$ cat src/rtl/mbus_seq.sv
module mbus_seq #(
  parameter int AW = 16,
  parameter int DW = 8
) (
  input  logic          clk,
  input  logic          rst_n,
  input  logic          req_valid,
  input  logic [2:0]    req_type,
  input  logic [AW-1:0] req_addr,
  input  logic [DW-1:0] req_wdata,
  output logic          req_ready,
  input  logic          bus_rdy,
  output logic [AW-DW-1:0] addr_hi,
  output logic [DW-1:0] lane_out,
  output logic          lane_oe,
  input  logic [DW-1:0] lane_in,
  output logic          ale,
  output logic          rd_n,
  output logic          wr_n,
  output logic          io_m,
  output logic          s1,
  output logic          s0,
  output logic          rsp_done,
  output logic [DW-1:0] rsp_data
);
  typedef enum logic [2:0] {ST_IDLE, ST_T1, ST_T2, ST_TW, ST_T3, ST_T4} tstate_t;

  tstate_t st, st_nxt;
  logic [2:0]    kind;
  logic [AW-1:0] adr;
  logic [DW-1:0] wd;

  wire is_halt  = kind >= 3'd5;
  wire is_fetch = kind == 3'd0;
  wire is_wr    = (kind == 3'd2) || (kind == 3'd4);
  wire is_io    = (kind == 3'd3) || (kind == 3'd4);
  wire is_rd    = !is_halt && !is_wr;
  wire busy     = st != ST_IDLE;
  wire strobe   = (st == ST_T2) || (st == ST_TW) || (st == ST_T3);

  always_comb begin
    st_nxt = st;
    case (st)
      ST_IDLE: if (req_valid) st_nxt = ST_T1;
      ST_T1:   st_nxt = ST_T2;
      ST_T2,
      ST_TW:   st_nxt = (is_halt || bus_rdy) ? ST_T3 : ST_TW;
      ST_T3:   st_nxt = is_fetch ? ST_T4 : ST_IDLE;
      default: st_nxt = ST_IDLE;
    endcase
  end

  always_ff @(posedge clk or negedge rst_n) begin
    if (!rst_n) begin
      st       <= ST_IDLE;
      kind     <= 3'd5;
      adr      <= '0;
      wd       <= '0;
      rsp_done <= 1'b0;
      rsp_data <= '0;
    end else begin
      st       <= st_nxt;
      rsp_done <= (st == ST_T4) || (st == ST_T3 && !is_fetch);
      if (st == ST_IDLE && req_valid) begin
        kind <= req_type;
        adr  <= req_addr;
        wd   <= req_wdata;
      end
      if (st == ST_T3 && is_rd) rsp_data <= lane_in;
    end
  end

  assign req_ready = !busy;
  assign ale       = (st == ST_T1) && !is_halt;
  assign lane_oe   = !is_halt && ((st == ST_T1) || (is_wr && strobe));
  assign lane_out  = !lane_oe ? '0 : (st == ST_T1) ? adr[DW-1:0] : wd;
  assign addr_hi   = busy ? adr[AW-1:DW] : '0;
  assign rd_n      = !(is_rd && strobe);
  assign wr_n      = !(is_wr && !is_halt && strobe);
  assign io_m      = busy && is_io;
  assign s1        = busy && is_rd;
  assign s0        = busy && (is_fetch || is_wr);
endmodule


$ cat config.mk
export PLATFORM = sky130hd
export DESIGN_NAME = mbus_seq
export DESIGN_NICKNAME = d
export VERILOG_FILES = /design/src/rtl/mbus_seq.sv
export SDC_FILE = /design/constraint.sdc
export NUM_CORES = 1
export LEC_CHECK = 0
export ABC_CLOCK_PERIOD_IN_PS = 1700
export BUFFER_PORTS_ARGS = -buffer_cell sky130_fd_sc_hd__clkbuf_2
export CAP_MARGIN = 20
export CELL_PAD_IN_SITES_DETAIL_PLACEMENT = 1
export CELL_PAD_IN_SITES_GLOBAL_PLACEMENT = 1
export CORE_ASPECT_RATIO = 0.5
export CORE_MARGIN = 8
export CORE_UTILIZATION = 33
export CTS_CLUSTER_DIAMETER = 30
export DETAILED_ROUTE_END_ITERATION = 10
export PLACE_DENSITY_LB_ADDON = 0.1
export SLEW_MARGIN = 20
export SYNTH_ARGS = -nofsm -noshare
export SYNTH_HDL_FRONTEND = slang
export SYNTH_SLANG_ARGS = --single-unit
$ cat constraint.sdc
create_clock -name clk -period 1.7 [get_ports clk]
set_clock_uncertainty 0.1 [all_clocks]
set_input_delay 0.255 -clock clk [delete_from_list [all_inputs] [get_ports clk]]
set_output_delay 0.255 -clock clk [all_outputs]
set_load 0.005 [all_outputs]
==> results_dict.tcl <==
set metrics [dict create \
    ys_seq_elements 39 \
    r2r_setup_slack_ns -0.24 \
    first_pass_iters 4 \
    cp-end-kind "output pin" \
    vias_per_cell 4.629 \
    tritoncts "done" \
    grt_pass1_wl_mm 8.873 \
    final.fill_count 568 \
    first_iter_violations 38 \
    maxCapViolations 0 \
    rows 19 \
    port_buffers 71 \
    seqCellArea_um2 978.4 \
    yosys_warnings 0 \
    netlist_area_um2 1829 \
    crit_type "reg2out" \
    drive_above_1_share_pct 70.20 \
    netlist_top_cells_area "dfrtp_1, mux2_2, mux2i_1, nor2b_1, dfstp_2" \
    ant_nets 0 \
    setup_viol 59 \
    setup_ws_ns -0.5072 \
    vias 1472 \
    finalHoldViolations 0 \
    fin_total_pwr_w 0.006202 \
    dieWidth_um 121.3 \
    gp_congestion 0.7099 \
    synth_edf_count 0 \
    core-area_um2 5420 \
    crit_required_ns 1.34 \
    initial_core_util_pct 33.75 \
    multiInputGateArea_um2 1012 \
    stdcell_count 318 \
    ios 72 \
    clock_latency_ns 0.30 \
    wire_per_inst_um 17.73 \
    violations "setup timing" \
    htree_levels 2 \
    start_kind "flop" \
    pre_cts_ws_ns -0.1403 \
    first_global_vias 1723 \
    ff2ff_path_depth 7 \
    clk_pin_slew_ns 0.08 \
    rsz0062_at_grt "yes" \
    leakagePower_nw 1.472 \
    utilization_pct 55.54 \
    grt-ovfl-total 0 \
    grt_util_all_layers_pct 13.89 \
    numCtsBuffers 5 \
    syn_inst 140 \
    synth.distinct_cells 29 \
    status "finished with violations" \
    syn_area_per_cell_um2 13.07 \
    syn_to_final_growth_pct 64.57 \
    slew_headroom_pct 65.42 \
    grt_max_degree 22 \
    route.detailed.drc 0 \
    critPathMaxFanout 10 \
    final_net_count 283 \
    synth_top_cells_by_count "dfrtp_1, mux2_2, a21oi_1, nor2b_1, mux2i_1" \
    arrival_ns 1.85 \
    hold_path_class "in2reg" \
    slew_violations 0 \
    whs_path_depth 2 \
    clockBufferDepth 2 \
    post-route-period-util_pct 129.8 \
    clock.fmax_mhz 453.1 \
    synthArstFlopShare_pct 100.0 \
    synth_flop_cell "dfrtp_1" \
    die_h_um 68.65 \
    die_area_um2 8326 \
    cts_sinks 39 \
    synth-seq-area-share_pct 53.49 \
    peakVddDrop_v 0.0007740 \
    period_minus_slack_ns 2.207 \
    totalWireLength_mm 5.638 \
    worst_slew_pin_slew_ns 0.5187 \
    antenna_found_initial 0 \
    syn_nets 179 \
    p_per_area_nw_per_um2 2060 \
    n_antenna_cell 0 \
    dp_hpwl_mm 3.744 \
    dp.cells 296 \
    synth_top_cell_by_area "dfrtp_1" \
    clockRootBuffer "clkbuf_8" \
    netlist.area_leader.share_pct 50.62 \
    synth.most_common_cell "dfrtp_1" \
]
-- registers in the layout, indices dropped and copies added, names as in the netlist --
| register | flops |
|---|---|
| adr | 16 |
| rsp_data | 8 |
| wd | 8 |
| kind | 3 |
| st | 3 |
| rsp_done | 1 |
-- logic make-up after synthesis --
kind of cell    Yosys count  share of synthesized area (%)
compound gates           17                          5.746
xor+xnor                  1                         0.4789
buf+inv                  12                          3.488
flops                    39                          53.49
mux                      44                          26.47
simple gates             27                          10.33
-- cells in the final DEF, fill, tap and decap left out, types with 3 or more instances in the layout --
cell / Yosys / layout
buf_2: 3 / 10
dfrtp_1: 37 / 37
buf_8: 0 / 4
nand2_1: 4 / 3
buf_12: 0 / 4
clkbuf_8: 0 / 5
nor2b_1: 10 / 10
mux2i_1: 9 / 6
buf_4: 2 / 14
buf_6: 1 / 13
mux2_4: 0 / 35
clkbuf_2: 0 / 60
a21oi_2: 0 / 9
-- per-layer routing --
metal / track usage [%] / share of wire, % / vias to the layer above
li1: - / - / 700
met1: 17.21 / 47 / 716
met2: 23.05 / 45 / 50
met3: 3.899 / 6.7 / 6
met4: 5.479 / 1.4 / 0
met5: 0 / 0 / -
-- power by group --
part	switching (W)	internal (W)	total [W]
clock network	0.000354	0.000586	0.000939
logic	0.00142	0.00213	0.00355
registers	0.000304	0.00141	0.00172
-- cell type report --
cell class | instances | share of cell area [%]
clock inverters | 3 | 2.244
inverters | 2 | 0.4156
multi-input cells | 89 | 33.62
well taps | 73 | 3.034
repair buffers | 107 | 25.89
flip-flops and latches | 39 | 32.50
clock buffers | 5 | 2.286
-- path summary, 6_finish.rpt --
check	endpoint	startpoint
min	wd[4]	req_wdata[4]
max	lane_out[3]	st[1]
min reg2reg	adr[8]	adr[8]
min in group asynchronous	wd[0]	rst_n
max reg2reg	adr[12]	st[1]
max in group asynchronous	adr[11]	rst_n
-- per-stage QoR --
step / hold slack (ns) / instance area [um^2] / TNS (ns)
5_1_grt: 0.07112 / 3010 / -18.39
2_1_floorplan: -0.1406 / 1966 / -2.311
6_report: 0.08095 / 3010 / -15.18
3_3_place_gp: 0.1417 / 2542 / -1.026
4_1_cts: 0.07353 / 2943 / -16.30
3_5_place_dp: 0.1567 / 2542 / -1.971
-- timing repair --
item	in CTS	in global routing
pin swaps	5	5
hold buffers	1	0
endpoints found under the setup margin	45	59
endpoints found under the hold margin	16	0
resized for setup	37	31
setup buffers	10	2
cloned	4	0
-- worst max-delay path: stages (launching register included) --
cell and delay (ns):
dfrtp_1 0.42, or3b_4 0.42, a211o_1 0.30, buf_12 0.16, a21oi_2 0.12, buf_2 0.13
Note: power is estimated with default switching activity, not from simulation.
